File: config.mk
export PLATFORM = sky130hd
export DESIGN_NAME = osr_avg_ctrl
export DESIGN_NICKNAME = d
export VERILOG_FILES = /design/src/rtl/osr_avg_pkg.sv /design/src/rtl/osr_avg_seq.sv /design/src/rtl/osr_avg_accum.sv /design/src/rtl/osr_avg_bank.sv /design/src/rtl/osr_avg_ctrl.sv
export SDC_FILE = /design/constraint.sdc
export NUM_CORES = 1
export LEC_CHECK = 0
export BUFFER_PORTS_ARGS = -buffer_cell sky130_fd_sc_hd__buf_2
export CORE_ASPECT_RATIO = 1.4
export CORE_MARGIN = 3
export CORE_UTILIZATION = 40
export CTS_BUF_LIST = sky130_fd_sc_hd__clkbuf_8
export DETAILED_ROUTE_END_ITERATION = 16
export GPL_ROUTABILITY_DRIVEN = 0
export PLACE_DENSITY_LB_ADDON = 0.12
export SYNTH_ARGS = -nofsm -noshare
export SYNTH_HDL_FRONTEND = slang
export SYNTH_HIERARCHICAL = 1
export SYNTH_SLANG_ARGS = --single-unit
File: constraint.sdc
create_clock -name clk -period 2.5 [get_ports clk]
set_input_delay 0 -clock clk [delete_from_list [all_inputs] [get_ports clk]]
set_output_delay 0 -clock clk [all_outputs]
set_load 0.05 [all_outputs]
File: src/rtl/osr_avg_pkg.sv
package osr_avg_pkg;

  localparam int BYTE_W = 8;

  typedef enum logic [1:0] {
    ST_IDLE = 2'd0,
    ST_RUN  = 2'd1,
    ST_FIN  = 2'd2
  } seq_state_t;

endpackage

File: src/rtl/osr_avg_seq.sv
module osr_avg_seq #(
  parameter int OSR_W = 3,
  parameter int CH_W  = 3,
  parameter int CNT_W = 8
) (
  input  logic             clk,
  input  logic             rst,
  input  logic [OSR_W-1:0] cfg_osr,
  input  logic             cfg_stats_en,
  input  logic [CH_W-1:0]  cfg_chan,
  input  logic             host_start,
  input  logic             cnvst_wr,
  input  logic             adc_valid,
  input  logic             stat_rd,
  output logic             adc_req,
  output logic             busy,
  output logic             done,
  output logic             fin,
  output logic             acc_clr,
  output logic             acc_add,
  output logic [OSR_W-1:0] osr_q,
  output logic [CH_W-1:0]  chan_q,
  output logic             mode_cnv,
  output logic [CNT_W-1:0] smp_cnt,
  output logic [CNT_W-1:0] last_cnt
);
  import osr_avg_pkg::*;

  seq_state_t st;
  logic       trig;

  always_comb begin
    trig     = (st == ST_IDLE) && (cfg_stats_en ? cnvst_wr : host_start);
    acc_clr  = trig;
    acc_add  = (st == ST_RUN) && adc_valid;
    fin      = (st == ST_FIN);
    adc_req  = (st == ST_RUN);
    last_cnt = ({{(CNT_W-1){1'b0}}, 1'b1} << osr_q) - {{(CNT_W-1){1'b0}}, 1'b1};
  end

  always_ff @(posedge clk) begin
    if (rst) begin
      st       <= ST_IDLE;
      busy     <= 1'b0;
      osr_q    <= '0;
      chan_q   <= '0;
      mode_cnv <= 1'b0;
      smp_cnt  <= '0;
    end else begin
      case (st)
        ST_IDLE: begin
          if (trig) begin
            st       <= ST_RUN;
            osr_q    <= cfg_osr;
            chan_q   <= cfg_chan;
            mode_cnv <= cfg_stats_en;
            busy     <= !cfg_stats_en;
            smp_cnt  <= '0;
          end
        end
        ST_RUN: begin
          if (adc_valid) begin
            if (smp_cnt == last_cnt) begin
              smp_cnt <= '0;
              st      <= ST_FIN;
            end else begin
              smp_cnt <= smp_cnt + 1'b1;
            end
          end
        end
        ST_FIN: begin
          st   <= ST_IDLE;
          busy <= 1'b0;
        end
        default: st <= ST_IDLE;
      endcase
    end
  end

  // completion set has priority over the status-read clear
  always_ff @(posedge clk) begin
    if (rst)                done <= 1'b0;
    else if (fin && mode_cnv) done <= 1'b1;
    else if (trig)          done <= 1'b0;
    else if (stat_rd)       done <= 1'b0;
  end

endmodule

File: src/rtl/osr_avg_accum.sv
module osr_avg_accum #(
  parameter int SAMPLE_W = 12,
  parameter int RESULT_W = 16,
  parameter int OSR_W    = 3,
  parameter int ACC_W    = 19
) (
  input  logic                clk,
  input  logic                rst,
  input  logic                clr,
  input  logic                add,
  input  logic [SAMPLE_W-1:0] sample,
  input  logic [OSR_W-1:0]    osr_q,
  input  logic                fin,
  output logic [RESULT_W-1:0] scaled,
  output logic                res_valid,
  output logic [RESULT_W-1:0] res_data
);
  localparam int FRAC   = RESULT_W - SAMPLE_W;
  localparam int WIDE_W = ACC_W + FRAC;

  logic [ACC_W-1:0]  acc;
  logic [WIDE_W-1:0] wide;

  always_ff @(posedge clk) begin
    if (rst || clr) acc <= '0;
    else if (add)   acc <= acc + ACC_W'(sample);
  end

  // sum * 2^FRAC / 2^k : one right shift covers both directions
  always_comb begin
    wide   = {acc, {FRAC{1'b0}}};
    scaled = RESULT_W'(wide >> osr_q);
  end

  always_ff @(posedge clk) begin
    if (rst) begin
      res_valid <= 1'b0;
      res_data  <= '0;
    end else begin
      res_valid <= fin;
      if (fin) res_data <= scaled;
    end
  end

endmodule

File: src/rtl/osr_avg_bank.sv
module osr_avg_bank #(
  parameter int NUM_CH   = 8,
  parameter int RESULT_W = 16,
  parameter int CH_W     = 3,
  parameter int RA_W     = 5
) (
  input  logic                clk,
  input  logic                rst,
  input  logic                wr_en,
  input  logic [CH_W-1:0]     wr_ch,
  input  logic [RESULT_W-1:0] wr_data,
  input  logic                rd_en,
  input  logic [RA_W-1:0]     rd_addr,
  input  logic                st_busy,
  input  logic                st_done,
  output logic                stat_rd,
  output logic [7:0]          rd_data
);
  import osr_avg_pkg::*;

  logic [RESULT_W-1:0] regs [NUM_CH];
  logic [RESULT_W-1:0] rd_word;
  logic [CH_W-1:0]     sel_ch;
  logic                is_res;
  logic                hi_byte;

  for (genvar g = 0; g < NUM_CH; g++) begin : g_chreg
    always_ff @(posedge clk) begin
      if (rst)                              regs[g] <= '0;
      else if (wr_en && wr_ch == CH_W'(g))  regs[g] <= wr_data;
    end
  end

  always_comb begin
    is_res  = rd_addr[RA_W-1];
    sel_ch  = rd_addr[CH_W:1];
    hi_byte = rd_addr[0];
    stat_rd = rd_en && !is_res;
    rd_word = '0;
    for (int i = 0; i < NUM_CH; i++) begin
      if (sel_ch == CH_W'(i)) rd_word = regs[i];
    end
  end

  always_ff @(posedge clk) begin
    if (rst) begin
      rd_data <= '0;
    end else if (rd_en) begin
      if (is_res) rd_data <= hi_byte ? rd_word[RESULT_W-1 -: BYTE_W] : rd_word[BYTE_W-1:0];
      else        rd_data <= {{(BYTE_W-2){1'b0}}, st_busy, st_done};
    end
  end

endmodule

File: src/rtl/osr_avg_ctrl.sv
module osr_avg_ctrl #(
  parameter int SAMPLE_W = 12,
  parameter int RESULT_W = 16,
  parameter int OSR_W    = 3,
  parameter int NUM_CH   = 8,
  localparam int CH_W    = (NUM_CH > 1) ? $clog2(NUM_CH) : 1,
  localparam int RA_W    = CH_W + 2,
  localparam int MAX_K   = (1 << OSR_W) - 1,
  localparam int ACC_W   = SAMPLE_W + MAX_K,
  localparam int CNT_W   = MAX_K + 1
) (
  input  logic                clk,
  input  logic                rst,
  input  logic [OSR_W-1:0]    cfg_osr,
  input  logic                cfg_stats_en,
  input  logic [CH_W-1:0]     cfg_chan,
  input  logic                host_start,
  input  logic                cnvst_wr,
  output logic                busy,
  output logic                adc_req,
  output logic [CH_W-1:0]     adc_chan,
  input  logic                adc_valid,
  input  logic [SAMPLE_W-1:0] adc_data,
  output logic                avg_valid,
  output logic [RESULT_W-1:0] avg_data,
  input  logic                rd_en,
  input  logic [RA_W-1:0]     rd_addr,
  output logic [7:0]          rd_data
);

  logic             done_q, fin, acc_clr, acc_add, mode_cnv, stat_rd;
  logic [OSR_W-1:0] osr_q;
  logic [CNT_W-1:0] smp_cnt, last_cnt;
  logic [RESULT_W-1:0] scaled;

  osr_avg_seq #(.OSR_W(OSR_W), .CH_W(CH_W), .CNT_W(CNT_W)) u_seq (
    .clk(clk), .rst(rst), .cfg_osr(cfg_osr), .cfg_stats_en(cfg_stats_en),
    .cfg_chan(cfg_chan), .host_start(host_start), .cnvst_wr(cnvst_wr),
    .adc_valid(adc_valid), .stat_rd(stat_rd), .adc_req(adc_req), .busy(busy),
    .done(done_q), .fin(fin), .acc_clr(acc_clr), .acc_add(acc_add),
    .osr_q(osr_q), .chan_q(adc_chan), .mode_cnv(mode_cnv),
    .smp_cnt(smp_cnt), .last_cnt(last_cnt)
  );

  osr_avg_accum #(.SAMPLE_W(SAMPLE_W), .RESULT_W(RESULT_W), .OSR_W(OSR_W),
                  .ACC_W(ACC_W)) u_acc (
    .clk(clk), .rst(rst), .clr(acc_clr), .add(acc_add), .sample(adc_data),
    .osr_q(osr_q), .fin(fin), .scaled(scaled), .res_valid(avg_valid),
    .res_data(avg_data)
  );

  osr_avg_bank #(.NUM_CH(NUM_CH), .RESULT_W(RESULT_W), .CH_W(CH_W),
                 .RA_W(RA_W)) u_bank (
    .clk(clk), .rst(rst), .wr_en(fin && mode_cnv), .wr_ch(adc_chan),
    .wr_data(scaled), .rd_en(rd_en), .rd_addr(rd_addr), .st_busy(busy),
    .st_done(done_q), .stat_rd(stat_rd), .rd_data(rd_data)
  );

endmodule

==> out/metrics.yaml <==
p_leak_nw: 4.53
hold_path_depth: 5
die_x_microns: 140
r2r-end: "u_seq/smp_cnt[5]"
r2r_start: "u_seq/osr_q[0]"
startpoint: "u_seq/osr_q[0]"
grtUsageMet2: 0.328
routed_wirelength_mm: 25.0
cts_made_buffers: 17
r2r_setup_slack_ps: 120
grt_pass1_vias: 6990
slew_violations: 0
clk_pin_slew_ps: 100
area_growth_pct: 14.3
drc_errors: 0
startpoint_type: "flop"
hpwl_mm: 17.8
rr_worst_depth: 10
grt_use_met1: 0.235
overflow: 0
hold_end: "u_acc/acc[11]"
setup_viol: 0
max_freq_mhz: 419
grtUsageTotal: 0.185
grt_antenna_before_repair: 0
htree_levels: 4
final_cells: 1353
grt_pass1_wl_mm: 39.4
synth_warnings: 6
relSlewSlack: 0.397
die_h_microns: 194
top_usage_layer: "met2"
fp-row-count: 68
grt_start_max_net_pins: 32
status: "completed"
dp_cells: 1298
cts_tree: "built"
min_path_type: "in2reg"
drt_iter0_markers: 504
numPortBuffers: 59
wire_per_inst_microns: 18.4
start_util: 0.407
clock_latency_ps: 480
avgSynthCellArea_sq_um: 10.8
num_vias: 7112
min_from: "adc_data[10]"
crit_type: "reg2reg"
timing.final.hold_violations: 0
tightest_slew_ps: 899
p_per_area_nw_per_um2: 644
arrival_ps: 2750
cap_violations: 0
core_sq_um: 24800
power_mw: 7.42
synth_nets: 979
required_ps: 2870
endpoint_kind: "flop"
drtPass1Iterations: 4
io_pins: 60
antennaDiodeCount: 0
netlist_instances: 934
grt_use_met3: 0.0303
rsz0062_at_grt: "false"
whs_ps: 72.1
layout.nets: 1070
finClkSkew_ps: 15.2
dieArea_sq_um: 27200
syn_area_sq_um: 10100
layout-drive-gt1-share: 0.172
ir_worst_vdd_v: 0.000364
antenna_left: 0
cp_max_fo: 5
fin_crit_sh: 0.954
via_per_inst: 5.26
root_buffer: "clkbuf_8"
fin_util: 0.465
cts_buffer_depth: 2
clkSinkCount: 191
fin_crit_ps: 2380
## sequential cells by signal, indices dropped and copies added (netlist names)
name             count
u_acc/acc           19
u_seq/busy           1
u_seq/osr_q          3
u_seq/chan_q         3
u_bank/rd_data       8
u_bank/regs        128
u_seq/smp_cnt        8
u_seq/mode_cnv       1
u_seq/done           1
u_acc/res_valid      1
u_seq/st             2
u_acc/res_data      16
## worst max-delay path by stage
stage | to | slack [ps] | cells after the start
floorplan | u_acc/acc[2] | 5 | 6
global placement | u_seq/smp_cnt[6] | 50 | 10
detailed placement | u_seq/smp_cnt[6] | -20 | 10
CTS | u_seq/smp_cnt[6] | 20 | 10
global route | u_seq/smp_cnt[6] | 20 | 11
finish | u_seq/smp_cnt[5] | 120 | 10
## critical path, stage by stage (launching register included)
cell	delay (ps)
dfxtp_2	360
nor2_4	140
nand2_1	100
ha_4	270
xor2_1	130
o21ai_0	90
or4_4	500
o41ai_4	270
buf_4	210
or3b_4	160
o22ai_1	60
## cells in the final DEF, fill, tap and decap left out, types with 18 or more instances in the layout
cell type,instances
a21oi_1,42
edfxtp_1,128
dfxtp_1,61
mux2i_1,66
buf_4,46
and2_1,133
dlygate4sd3_1,20
inv_1,21
o21ai_0,29
buf_2,60
clkbuf_8,18
nand2_1,67
nand2b_1,28
nor2_1,54
## cell type report
cell class / count / area (sq um)
clock buffer: 18 / 248
clock inverter: 14 / 238
fill: 2321 / 13200
inverter: 24 / 90.1
multi-input combinational: 664 / 4580
sequential: 191 / 5110
tap: 315 / 394
timing repair buffer: 127 / 866
## metrics by stage
step / setup slack, ps / TNS [ps] / instance area (sq um)
final: 116 / 0 / 11500
after detailed placement: -23.7 / -88.8 / 10800
after global routing: 21.0 / 0 / 11500
after CTS: 17.7 / 0 / 11500
after global placement: 50.1 / 0 / 10800
after floorplan: 5.01 / 0 / 10100
## metal layers
| layer | wire length, microns | part of all wire |
|---|---|---|
| met1 | 10900 | 0.44 |
| met2 | 13000 | 0.52 |
| met3 | 789 | 0.032 |
| met4 | 327 | 0.013 |
| met5 | 0 | 0 |
## power by group
part | switching (mW) | internal [mW] | leakage [nW] | total, mW
clock | 1.11 | 1.32 | 0.231 | 2.42
sequential | 0.0964 | 3.49 | 1.83 | 3.58
combinational | 0.869 | 0.543 | 2.46 | 1.41
total | 2.07 | 5.35 | 4.53 | 7.42
## what timing repair did
action	4_1_cts	5_1_grt
gates cloned	0	1
resized for setup	1	7
hold endpoints to repair	29	0
endpoints found under the setup margin	5	9
buffers inserted	2	0
pin swaps	0	1
hold buffers	20	0
Power figures use the tool's default switching activity.
